$ cat src/rtl/bmu_pkg.sv
package bmu_pkg;

    typedef enum logic {
        ST_IDLE   = 1'b0,
        ST_STREAM = 1'b1
    } bmu_state_t;

    // label index: bit1 = u is -1, bit0 = parity label is -1
    localparam int unsigned LBL_COUNT = 4;
    localparam int unsigned LBL_PP    = 0;
    localparam int unsigned LBL_PN    = 1;
    localparam int unsigned LBL_NP    = 2;
    localparam int unsigned LBL_NN    = 3;

    function automatic int unsigned imax(input int unsigned a, input int unsigned b);
        return (a > b) ? a : b;
    endfunction

endpackage

$ cat src/rtl/bmu_align.sv
// Sign-extends a soft value and moves its binary point to a common position.
module bmu_align #(
    parameter int unsigned IN_W  = 5,
    parameter int unsigned SHIFT = 0,
    parameter int unsigned OUT_W = 8
) (
    input  logic signed [IN_W-1:0]  in_v,
    output logic signed [OUT_W-1:0] out_v
);

    logic signed [OUT_W-1:0] ext_v;

    always_comb begin
        ext_v = OUT_W'(in_v);
        out_v = ext_v <<< SHIFT;
    end

endmodule

$ cat src/rtl/bmu_combine.sv
// One branch metric: signed combination of the u-weighted term and the parity term.
module bmu_combine #(
    parameter int unsigned US_W  = 8,
    parameter int unsigned PR_W  = 5,
    parameter int unsigned SUM_W = 9,
    parameter int unsigned OUT_W = 8,
    parameter bit          U_NEG = 1'b0,
    parameter bit          P_NEG = 1'b0
) (
    input  logic signed [US_W-1:0]  us_v,
    input  logic signed [PR_W-1:0]  pr_v,
    output logic signed [OUT_W-1:0] met_v
);

    logic signed [SUM_W-1:0] us_x;
    logic signed [SUM_W-1:0] pr_x;
    logic signed [SUM_W-1:0] sum_v;

    always_comb begin
        us_x = SUM_W'(us_v);
        pr_x = SUM_W'(pr_v);
        if (U_NEG) begin
            if (P_NEG) sum_v = -us_x - pr_x;
            else       sum_v = -us_x + pr_x;
        end else begin
            if (P_NEG) sum_v = us_x - pr_x;
            else       sum_v = us_x + pr_x;
        end
        met_v = OUT_W'(sum_v);
    end

endmodule

$ cat src/rtl/bmu_ctrl.sv
// Two-state output controller: tracks whether the metric registers are fresh.
module bmu_ctrl
    import bmu_pkg::*;
(
    input  logic clk,
    input  logic rst_n,
    input  logic step_in,
    output logic load_en,
    output logic fresh
);

    bmu_state_t state_q;
    bmu_state_t state_d;

    always_ff @(posedge clk or negedge rst_n) begin
        if (!rst_n) state_q <= ST_IDLE;
        else        state_q <= state_d;
    end

    always_comb begin
        state_d = state_q;
        unique case (state_q)
            ST_IDLE:   if (step_in)  state_d = ST_STREAM;
            ST_STREAM: if (!step_in) state_d = ST_IDLE;
            default:   state_d = ST_IDLE;
        endcase
    end

    always_comb begin
        load_en = step_in;
        fresh   = 1'b0;
        unique case (state_q)
            ST_IDLE:   fresh = 1'b0;
            ST_STREAM: fresh = 1'b1;
            default:   fresh = 1'b0;
        endcase
    end

endmodule

$ cat src/rtl/turbo_bmu.sv
module turbo_bmu
    import bmu_pkg::*;
#(
    parameter int unsigned CH_INT  = 2,
    parameter int unsigned CH_FRAC = 2,
    parameter int unsigned AP_INT  = 4,
    parameter int unsigned AP_FRAC = 2,
    parameter int unsigned OUT_INT = 4,
    localparam int unsigned CH_W     = 1 + CH_INT + CH_FRAC,
    localparam int unsigned AP_W     = 1 + AP_INT + AP_FRAC,
    localparam int unsigned ALN_FRAC = imax(CH_FRAC, AP_FRAC),
    localparam int unsigned OUT_W    = 1 + OUT_INT + ALN_FRAC + 1
) (
    input  logic                    clk,
    input  logic                    rst_n,
    input  logic                    in_valid,
    input  logic signed [CH_W-1:0]  in_sys,
    input  logic signed [CH_W-1:0]  in_par,
    input  logic signed [AP_W-1:0]  in_apr,
    output logic                    out_valid,
    output logic signed [OUT_W-1:0] out_m_pp,
    output logic signed [OUT_W-1:0] out_m_pn,
    output logic signed [OUT_W-1:0] out_m_np,
    output logic signed [OUT_W-1:0] out_m_nn
);

    localparam int unsigned CH_SH     = ALN_FRAC - CH_FRAC;
    localparam int unsigned AP_SH     = ALN_FRAC - AP_FRAC;
    localparam int unsigned CH_A_W    = CH_W + CH_SH;
    localparam int unsigned AP_A_W    = AP_W + AP_SH;
    localparam int unsigned US_W      = imax(CH_A_W, AP_A_W) + 1;
    localparam int unsigned SUM_W     = imax(US_W, CH_A_W) + 1;
    localparam int unsigned MET_BOUND = (1 << (AP_A_W - 1)) + 2 * (1 << (CH_A_W - 1));

    logic signed [CH_A_W-1:0] sys_a;
    logic signed [CH_A_W-1:0] par_a;
    logic signed [AP_A_W-1:0] apr_a;
    logic signed [US_W-1:0]   us_sum;
    logic signed [OUT_W-1:0]  met_d [LBL_COUNT];
    logic signed [OUT_W-1:0]  met_q [LBL_COUNT];
    logic                     load_en;
    logic                     fresh;

    bmu_align #(.IN_W(CH_W), .SHIFT(CH_SH), .OUT_W(CH_A_W)) u_al_sys (.in_v(in_sys), .out_v(sys_a));
    bmu_align #(.IN_W(CH_W), .SHIFT(CH_SH), .OUT_W(CH_A_W)) u_al_par (.in_v(in_par), .out_v(par_a));
    bmu_align #(.IN_W(AP_W), .SHIFT(AP_SH), .OUT_W(AP_A_W)) u_al_apr (.in_v(in_apr), .out_v(apr_a));

    // systematic label equals u, so a-priori and systematic share one adder
    always_comb begin
        us_sum = US_W'(apr_a) + US_W'(sys_a);
    end

    for (genvar gi = 0; gi < LBL_COUNT; gi++) begin : g_lbl
        bmu_combine #(
            .US_W (US_W),
            .PR_W (CH_A_W),
            .SUM_W(SUM_W),
            .OUT_W(OUT_W),
            .U_NEG(((gi >> 1) & 1) != 0),
            .P_NEG((gi & 1) != 0)
        ) u_comb (
            .us_v (us_sum),
            .pr_v (par_a),
            .met_v(met_d[gi])
        );

        always_ff @(posedge clk or negedge rst_n) begin
            if (!rst_n)       met_q[gi] <= '0;
            else if (load_en) met_q[gi] <= met_d[gi];
        end
    end

    bmu_ctrl u_ctrl (
        .clk    (clk),
        .rst_n  (rst_n),
        .step_in(in_valid),
        .load_en(load_en),
        .fresh  (fresh)
    );

    always_comb begin
        out_valid = fresh;
        out_m_pp  = met_q[LBL_PP];
        out_m_pn  = met_q[LBL_PN];
        out_m_np  = met_q[LBL_NP];
        out_m_nn  = met_q[LBL_NN];
    end

endmodule

$ cat config.mk
export PLATFORM = sky130hd
export DESIGN_NAME = turbo_bmu
export DESIGN_NICKNAME = d
export VERILOG_FILES = /design/src/rtl/bmu_pkg.sv /design/src/rtl/bmu_align.sv /design/src/rtl/bmu_combine.sv /design/src/rtl/bmu_ctrl.sv /design/src/rtl/turbo_bmu.sv
export SDC_FILE = /design/constraint.sdc
export NUM_CORES = 1
export LEC_CHECK = 0
export ABC_AREA = 1
export ABC_CLOCK_PERIOD_IN_PS = 1150
export BUFFER_PORTS_ARGS = -buffer_cell sky130_fd_sc_hd__buf_2
export CORE_AREA = 3 3 79 81
export DETAILED_ROUTE_END_ITERATION = 6
export DIE_AREA = 0 0 82 84
export PLACE_DENSITY = 0.71
export SYNTH_ARGS = -nofsm -noshare
export SYNTH_HDL_FRONTEND = slang
export SYNTH_SLANG_ARGS = --single-unit
$ cat constraint.sdc
create_clock -name clk -period 1.15 [get_ports clk]
set_input_delay 0.23 -clock clk [delete_from_list [all_inputs] [get_ports clk]]
set_output_delay 0.23 -clock clk [all_outputs]
set_load 0.005 [all_outputs]
==> impl_metrics.json, run 1 <==
{
  "crit_type": "input pin to register",
  "grt_util_all_layers_pct": 25.4,
  "top_layer": "met4",
  "synth_ff_type": "dfrtp_1",
  "worst_pin_slew_ns": 0.410,
  "final_layout_size_suffix_gt1_share_pct": 53.9,
  "max_slew_margin_pct": 72.7,
  "viasPerCell": 5.66,
  "grt_pass1_vias": 3087,
  "maxSlewViolCount": 0,
  "route.met3.wl_um": 739,
  "cts_buffers": 5,
  "leakage_nw": 2.36,
  "design_area_mm2": 0.00467,
  "synthesis.area_mm2": 0.00276,
  "start_util_pct": 49.8,
  "core_area_mm2": 0.00554,
  "netlist_top_cells_count": "116 x nand2_1, 56 x inv_1, 34 x ha_1",
  "powerDensity_mw_per_mm2": 1520,
  "dieWidth_um": 82,
  "dpl_cell_area_mm2": 0.00389,
  "maxCapViolCount": 0,
  "fin_crit_ns": 2.73,
  "vias": 3464,
  "yosysTopAreaCellShare_pct": 27.2,
  "fin_skew_ns": 0,
  "cts.sinks": 30,
  "path_max_fanout": 3,
  "drt_iter0_drc": 245,
  "cp.arrival_ns": 2.91,
  "endpoint_kind": "register",
  "max_clock_freq_ghz": 0.366,
  "wl_um": 11000,
  "outcome": "complete, but fails checks",
  "fin_util_pct": 84.4,
  "die_y_um": 84,
  "peakVddDrop_mv": 0.809,
  "finalHoldViolCount": 0,
  "clock_path_buffers": 2,
  "fin_nets": 599,
  "rows": 27,
  "antenna_left": 0,
  "period_share_pct": 238,
  "synth.area.top_cells": "dfrtp_1 27%, nand2_1 16%, ha_1 15%",
  "gp_congestion": 0.877,
  "hpwl_um": 6000,
  "tns_ns": -29.97,
  "num_io_pins": 53,
  "tritoncts": "built",
  "ys_seq_area_share_pct": 27.2,
  "crit_path_start_kind": "input pin",
  "route.detailed.drc": 0,
  "antenna_found_initial": 0,
  "synthesis.instances": 392,
  "ys_seq_elements": 30,
  "drt-wirelength-per-cell_um": 18.0,
  "clk_pin_slew_ns": 0.07,
  "wl_met2_um": 5560,
  "synth_edf_count": 0,
  "fin_ws_ns": -1.58,
  "synth_warnings": 0,
  "async_flop_share_pct": 100,
  "drtPass1Iterations": 6,
  "synth_nets": 451,
  "yosysMostFrequentCell": "nand2_1",
  "yosysTopAreaCell": "dfrtp_1",
  "fp.dieArea_mm2": 0.00689,
  "rsz0062_at_grt": "yes",
  "hold_class": "input pin to register",
  "grt_remaining_overflow": 0,
  "syn_to_final_growth_pct": 69.5,
  "setup_viol": 28,
  "clk-insertion-delay-late_ns": 0.28,
  "num_antenna_cells": 0,
  "cts_htree_levels": 2,
  "avgSynthCellArea_um2": 7.03,
  "worst-endpoint-required_ns": 1.33,
  "reg2reg_setup_slack_ns": 0.40,
  "grt_start_max_net_pins": 37,
  "ys_types": 32,
  "grt_pass1_wl_um": 13900,
  "port_buffers": 52,
  "wirelength_met1_um": 4120,
  "violations": "negative setup slack",
  "root_buffer": "clkbuf_8"
}
## path summary, 6_finish.rpt
check,startpoint,endpoint,cells past startpoint
setup / recovery,in_apr[0],out_m_nn[7],18
hold / removal,in_valid,u_ctrl.state_q,2
setup reg to reg,out_m_pp[5],out_m_pp[5],2
hold reg to reg,out_m_np[1],out_m_np[1],2
min in group asynchronous,rst_n,out_m_pn[1],3
max in group asynchronous,rst_n,out_m_nn[6],3
## where the power goes
group | switching, mW | internal, mW
combinational | 2.49 | 2.24
clock | 0.435 | 0.406
sequential | 0.165 | 1.34
total | 3.09 | 3.99
## stage by stage
stage	hold slack [ns]	instances	worst slack (ns)	power (mW)
3_3_place_gp	0.261	588	-1.53	4.65
3_5_place_dp	0.267	588	-1.61	4.75
5_1_grt	0.305	612	-1.62	7.46
6_report	0.306	612	-1.58	7.08
2_1_floorplan	-0.0656	392	-1.39	3.35
4_1_cts	0.296	605	-1.26	6.05
## critical path, stage by stage
cell and delay, ns:
buf_6 0.10, ha_4 0.15, fa_2 0.47, inv_2 0.10
nand2_1 0.11, nor2_4 0.15, nand3_4 0.10, nor2_4 0.10
nand2_2 0.07, nand2_1 0.12, inv_1 0.12, ha_1 0.38
nor4_4 0.29, a21oi_2 0.11, inv_1 0.07, nand2_1 0.06
nand3_1 0.11, nand2_1 0.07
## sequential cells by signal, indices dropped and copies added (netlist names)
register,flops
out_m_np,7
out_m_nn,7
out_m_pn,7
out_m_pp,8
u_ctrl.state_q,1
## layout by cell type (no fill, tap or decap), types with 2 or more instances in the layout
master / instances
a21oi_1: 6
a21oi_2: 14
a21oi_4: 6
a31oi_1: 9
buf_12: 5
buf_2: 50
buf_4: 79
buf_6: 15
clkbuf_8: 5
clkinv_2: 2
dfrtp_1: 30
fa_1: 2
fa_2: 3
ha_1: 17
ha_4: 16
inv_1: 42
inv_2: 13
inv_4: 2
nand2_1: 87
nand2_2: 30
nand2_4: 8
nand3_1: 17
nand3_2: 6
nor2_1: 18
nor2_2: 5
nor2_4: 5
nor3_1: 2
nor3_4: 2
nor4_4: 2
o21ai_1: 13
o21ai_2: 5
o21ai_4: 2
o31ai_2: 2
or2_4: 2
xor2_2: 2
## kinds of logic after synthesis
kind of cell | synth area share [%]
simple gates | 31.0
fa+ha+maj | 19.1
flops | 27.2
xor+xnor | 1.27
buf+inv | 9.71
compound gates | 11.8
## timing repair
action	4_1_cts	5_1_grt
gates cloned	0	0
buffers inserted	10	9
setup endpoints to repair	28	28
resized for setup	52	71
hold buffers	1	0
endpoints found under the hold margin	30	0
pin swaps	43	45
## layout make-up
class / count / area, um^2
clock buffers: 5 / 68.8
clock inverters: 2 / 10.0
fillers: 291 / 866
inverters: 59 / 238
multi-input cells: 294 / 2390
flip-flops and latches: 30 / 751
well taps: 72 / 90.1
repair buffers: 150 / 1120
## layer usage
| layer | vias up | GRT usage (%) |
|---|---|---|
| li1 | 1553 | - |
| met1 | 1642 | 30.7 |
| met2 | 212 | 45.0 |
| met3 | 57 | 3.24 |
| met4 | 0 | 8.46 |
| met5 | - | 0 |
Note: power is estimated with default switching activity, not from simulation.
==> run 2: changes to the inputs <==
- CORE_AREA: 3 3 79 81 -> 3 3 93 95
- DIE_AREA: 0 0 82 84 -> 0 0 96 98
- PLACE_DENSITY: 0.71 -> unset
==> run 2 against run 1 <==
Effect of this change: the run still ends with negative setup slack left; setup slack improved by 0.29 ns; register-to-register slack gained 0.07 ns; maximum frequency increased by 12%; cell count increased by 4.1%; critical path depth shrank 2; combinational power down 16%; final area decreased by 3.3%; clock power up 9.6%; die area grew 37%; first-iteration DRC count down 71%; clock-buffer cell count is 2 higher; via count fell by 13%; critical path type unchanged; critical endpoint unchanged; largest power group unchanged; highest routed layer unchanged.
==> impl_metrics.json, run 2 (synthesis gave the netlist of run 1 again) <==
{
  "cp.arrival_ns": 2.63,
  "crit_path_max_incr_delay_ns": 0.54,
  "cts.sinks": 30,
  "worstPathBufferInverterCount": 4,
  "max_clock_freq_ghz": 0.409,
  "swShare_pct": 40.6,
  "gp_congestion": 0.857,
  "fin_crit_ns": 2.45,
  "rsz0062_at_grt": "yes",
  "tritoncts": "built",
  "fin_ws_ns": -1.30,
  "crit_type": "input pin to register",
  "path_max_fanout": 5,
  "outcome": "complete, but fails checks",
  "violations": "negative setup slack",
  "viasPerCell": 4.75,
  "clkPwrFrac_pct": 14.4,
  "root_buffer": "clkbuf_8",
  "finalPower_mw": 6.42,
  "final_layout_size_suffix_gt1_share_pct": 52.7,
  "grt_start_max_net_pins": 37,
  "p_comb_share_pct": 62.2,
  "wl_um": 8370,
  "p_int_mw": 3.81,
  "finalHoldViolCount": 0,
  "grt_util_all_layers_pct": 17.6,
  "crit_path_start_kind": "input pin",
  "min_from": "in_par[0]",
  "powerDensity_mw_per_mm2": 1420,
  "syn_to_final_growth_pct": 64.0,
  "worst-endpoint-required_ns": 1.33,
  "antenna_left": 0,
  "hpwl_um": 6100,
  "most-common-layout-cells": "83 x nand2_1, 75 x buf_4, 50 x buf_2",
  "clock_path_buffers": 2,
  "endpoint_kind": "register",
  "drt_iter0_drc": 71,
  "period_share_pct": 213,
  "switchingPower_mw": 2.61,
  "maxSlewViolCount": 0,
  "max_slew_margin_pct": 81.8,
  "drt-wirelength-per-cell_um": 13.1,
  "largest_reg_flops": 8,
  "grt_remaining_overflow": 0,
  "cts_htree_levels": 2,
  "fin_nets": 593,
  "startpoint": "in_apr[0]",
  "start_util_pct": 35.3,
  "peakVddDrop_mv": 0.457,
  "fin_skew_ns": 0,
  "leakage_nw": 2.31,
  "setup_viol": 28,
  "antenna_found_initial": 0,
  "seq_power_share_pct": 23.4,
  "die_y_um": 98,
  "num_io_pins": 53,
  "clk_pin_slew_ns": 0.07,
  "drtPass1Iterations": 4,
  "core_area_mm2": 0.00781,
  "design_area_mm2": 0.00452,
  "n_fill_cell": 683,
  "maxCapViolCount": 0,
  "tns_ns": -25.07,
  "reg2reg_from": "out_m_pp[5]",
  "final_common_cell": "nand2_1",
  "placed_cells": 616,
  "grt_pass1_wl_um": 13300,
  "hold_class": "input pin to register",
  "clk-insertion-delay-late_ns": 0.29,
  "worst_pin_slew_ns": 0.271,
  "grt_pass1_vias": 2924,
  "layout.cells.non_filler": 637,
  "critPathSlowestCell": "fa_2",
  "route.detailed.drc": 0,
  "dpl_cell_area_mm2": 0.00395,
  "dieWidth_um": 96,
  "crit_chain": "buf_6, ha_4, fa_2, inv_2, ha_4, nand2_4, nor3_2, xor2_1, ha_1, inv_2, nor4_2, a21oi_2, inv_1, nand2_1, nand3_1, nand2_1",
  "crit_family": "adder cells",
  "fp.dieArea_mm2": 0.00941,
  "num_antenna_cells": 0,
  "cts_buffers": 5,
  "port_buffers": 52,
  "rows": 32,
  "vias": 3023
}
-- run 2: layout make-up --
type / count / area (um^2) / share of cell area [%]
tap: 102 / 128 / 2.82
multi-input combinational: 294 / 2240 / 49.6
inverter: 59 / 231 / 5.12
sequential: 30 / 751 / 16.6
clock buffer: 7 / 86.3 / 1.91
timing repair buffer: 144 / 1080 / 23.9
clock inverter: 1 / 5.00 / 0.111
-- run 2: power groups by stage --
stage                     clock network (mW)  registers, mW  logic [mW]
after floorplan                            0           1.54        1.81
after global routing                   0.990           1.53        4.39
after global placement                     0           1.51        3.17
final                                  0.922           1.50        3.99
after CTS                              0.931           1.50        3.67
after detailed placement                   0           1.52        3.25
-- run 2: per-layer routing --
metal  wire (um)  share of wire, %  track usage [%]
met4         145               1.7             5.47
met2        4310                51             31.0
met3         304               3.6             2.16
met5           0                 0                0
met1        3610                43             22.0
-- run 2: final timing paths --
check / endpoint / slack [ns] / cells after the start
max: out_m_nn[7] / -1.30 / 16
min: out_m_pp[0] / 0.29 / 4
max reg2reg: out_m_pp[5] / 0.47 / 2
min reg2reg: out_m_pp[2] / 0.48 / 2
max in group asynchronous: out_m_pp[4] / 0.56 / 3
min in group asynchronous: out_m_pp[1] / 0.42 / 3
-- run 2: timing repair --
action,in CTS,in global routing
pin swaps,57,40
hold endpoints to repair,30,0
endpoints found under the setup margin,28,28
gates resized for setup,56,47
buffers inserted,13,9
hold buffers,1,0
-- run 2: metrics by stage --
stage                     utilization (%)  hold WS, ns  setup WS (ns)
after CTS                            55.5        0.289          -1.22
after global placement               50.6        0.196          -1.56
after global routing                 57.9        0.299          -1.45
after floorplan                         -      -0.0656          -1.39
final                                57.9        0.287          -1.30
after detailed placement             50.6        0.200          -1.66
-- run 2: tightest hold or removal path: stages --
cell and delay (ns):
buf_2 0.10, ha_1 0.12, nand2_1 0.04, nand2_1 0.05
==> run 3: changes to the inputs <==
- ABC_AREA: 1 -> unset
- CORE_AREA: 3 3 93 95 -> 3 3 91 93
- DIE_AREA: 0 0 96 98 -> 0 0 94 96
==> run 3 against run 2 <==
Effect of this change: the run still ends with negative setup slack left; via count decreased by 16%; largest power group unchanged; combinational power increased by 17%; critical path depth unchanged; critical path type unchanged; register-to-register slack got worse by 0.11 ns.
==> impl_metrics.json, run 3 <==
{
  "outcome": "complete, but fails checks",
  "violations": "negative setup slack",
  "grt_remaining_overflow": 0,
  "crit_chain": "buf_8, ha_4, fa_2, buf_4, xor2_4, inv_2, nand2_2, nor2_2, xnor2_2, ha_1, buf_4, o21ai_0, nand2_2, o41ai_2, xnor3_1, mux2_4",
  "ys_seq_elements": 30,
  "period_share_pct": 247,
  "drt-wirelength-per-cell_um": 14.2,
  "maxCapViolCount": 0,
  "fin_nets": 492,
  "setup_viol": 28,
  "leakage_nw": 2.13,
  "num_io_pins": 53,
  "cts.sinks": 30,
  "async_flop_share_pct": 100,
  "clock_path_buffers": 2,
  "vias": 2551,
  "hpwl_um": 5450,
  "netlist_top_cells_count": "34 x ha_1, 33 x nor2_1, 30 x dfrtp_1",
  "rr_worst_depth": 2,
  "yosysTopAreaCellShare_pct": 28.4,
  "worst_hold_path.endpoint": "u_ctrl.state_q",
  "synth.area.top_cells": "dfrtp_1 28%, ha_1 16%, xnor2_1 7.3%",
  "root_buffer": "clkbuf_8",
  "layout.cells.non_filler": 536,
  "cp.arrival_ns": 3.01,
  "crit_type": "input pin to register",
  "drtPass1Iterations": 4,
  "grt_start_max_net_pins": 38,
  "min_from": "in_valid",
  "path_max_fanout": 4,
  "grt_pass1_wl_um": 12000,
  "yosysMostFrequentCell": "ha_1",
  "antenna_found_initial": 0,
  "grt_pass1_vias": 2571,
  "crit_path_start_kind": "input pin",
  "worst_pin_slew_ns": 0.364,
  "finalHoldViolCount": 0,
  "dieWidth_um": 94,
  "hold_class": "input pin to register",
  "die_y_um": 96,
  "fin_ws_ns": -1.69,
  "reg2reg_setup_slack_ns": 0.36,
  "reg2reg_from": "out_m_pn[7]",
  "synthesis.area_mm2": 0.00265,
  "peakVddDrop_mv": 0.576,
  "placed_cells": 502,
  "most-common-layout-cells": "82 x buf_4, 49 x buf_2, 30 x dfrtp_1",
  "start_util_pct": 34.8,
  "finalPower_mw": 7.41,
  "gp_congestion": 0.858,
  "largest_reg_flops": 8,
  "fin_crit_ns": 2.84,
  "syn_to_final_growth_pct": 75.4,
  "grt_util_all_layers_pct": 17.1,
  "core_area_mm2": 0.00761,
  "synth_nets": 338,
  "synth_ff_type": "dfrtp_1",
  "synthesis.instances": 279,
  "crit_path_max_incr_delay_ns": 0.36,
  "critPathSlowestCell": "fa_2",
  "synth_edf_count": 0,
  "route.detailed.drc": 0,
  "wl_um": 7620,
  "final_layout_size_suffix_gt1_share_pct": 61.5,
  "drt_iter0_drc": 60,
  "hold_slack_ns": 0.300,
  "endpoint_kind": "register",
  "yosysTopAreaCell": "dfrtp_1",
  "min_path_cells": 2,
  "cts_htree_levels": 2,
  "max_clock_freq_ghz": 0.352,
  "ys_types": 45,
  "powerDensity_mw_per_mm2": 1590,
  "r2r-end": "out_m_pn[7]",
  "final_common_cell": "buf_4",
  "port_buffers": 52,
  "cts_buffers": 5,
  "avgSynthCellArea_um2": 9.49,
  "dpl_cell_area_mm2": 0.00374,
  "worst-endpoint-required_ns": 1.32,
  "viasPerCell": 4.76,
  "antenna_left": 0,
  "max_slew_margin_pct": 75.7,
  "startpoint": "in_apr[0]",
  "fp.dieArea_mm2": 0.00902,
  "rsz0062_at_grt": "yes",
  "crit_family": "adder cells",
  "rows": 32,
  "clk-insertion-delay-late_ns": 0.28,
  "worstPathBufferInverterCount": 4,
  "clk_pin_slew_ns": 0.07,
  "ys_seq_area_share_pct": 28.4,
  "design_area_mm2": 0.00464,
  "tritoncts": "built",
  "maxSlewViolCount": 0,
  "fin_skew_ns": 0,
  "synth_warnings": 0,
  "num_antenna_cells": 0
}
[run 3: changes by cell type after synthesis, sizes merged, moves of 6 or more]
cell and delta:
mux2 +14, nor2b +7, nand3 -22, xnor2 +20, or3 +6, o21ai -10, a31oi -7, inv -40
nand2 -120
[run 3: area by class of cell]
cell class                      count  area (um^2)
Clock inverter                      3         40.0
Fill cell                         618         2960
Clock buffer                        5         68.8
Sequential cell                    30          751
Tap cell                          102          128
Inverter                           19         73.8
Multi-Input combinational cell    218         2380
Timing Repair Buffer              159         1200
[run 3: kinds of logic after synthesis]
group	Yosys count	synth area share [%]
buffers and inverters	31	4.82
AO/OA/AOI/OAI	70	18.0
multiplexers	14	6.10
flip-flops	30	28.4
adder cells (fa/ha/maj)	39	19.8
XOR/XNOR	28	10.3
AND/OR/NAND/NOR	67	12.6
[run 3: repair_timing]
action,in CTS,in global routing
setup endpoints to repair,28,28
hold endpoints to repair,11,0
buffers inserted,14,16
gates resized for setup,71,51
hold buffers,1,0
pin swaps,37,31
[run 3: per-stage QoR]
stage          util, %  setup TNS, ns  worst slack (ns)
3_5_place_dp      49.2         -41.97             -2.06
3_3_place_gp      49.2         -41.32             -1.98
4_1_cts           56.8         -31.27             -1.63
5_1_grt           61.1         -35.86             -1.77
2_1_floorplan        -         -32.86             -1.86
6_report          61.1         -34.09             -1.69
[run 3: metal layers]
metal	wire (um)	track usage [%]	vias up
met5	0	0	-
met4	123	5.90	0
met3	249	2.27	11
met2	4000	31.2	58
met1	3250	20.6	1207
li1	-	-	1275
[run 3: report_power, final]
| group | internal [mW] | total [mW] | leakage, nW | switching [mW] |
|---|---|---|---|---|
| logic | 2.63 | 4.66 | 1.73 | 2.03 |
| clock network | 0.637 | 1.06 | 0.0579 | 0.421 |
| registers | 1.48 | 1.69 | 0.343 | 0.215 |
[run 3: how the worst max path moves through the flow]
stage                   to  slack (ns)  cells past startpoint
6_report       out_m_nn[7]       -1.69                     16
5_1_grt        out_m_nn[7]       -1.77                     16
4_1_cts        out_m_np[7]       -1.63                     14
3_5_place_dp   out_m_np[7]       -2.06                     14
3_3_place_gp   out_m_np[7]       -1.98                     14
2_1_floorplan  out_m_nn[7]       -1.86                     14
[run 3: worst register-to-register path, cell delays in order, from the launching register on]
cell	delay, ns
dfrtp_1	0.37
nor2b_1	0.13
a31o_1	0.18
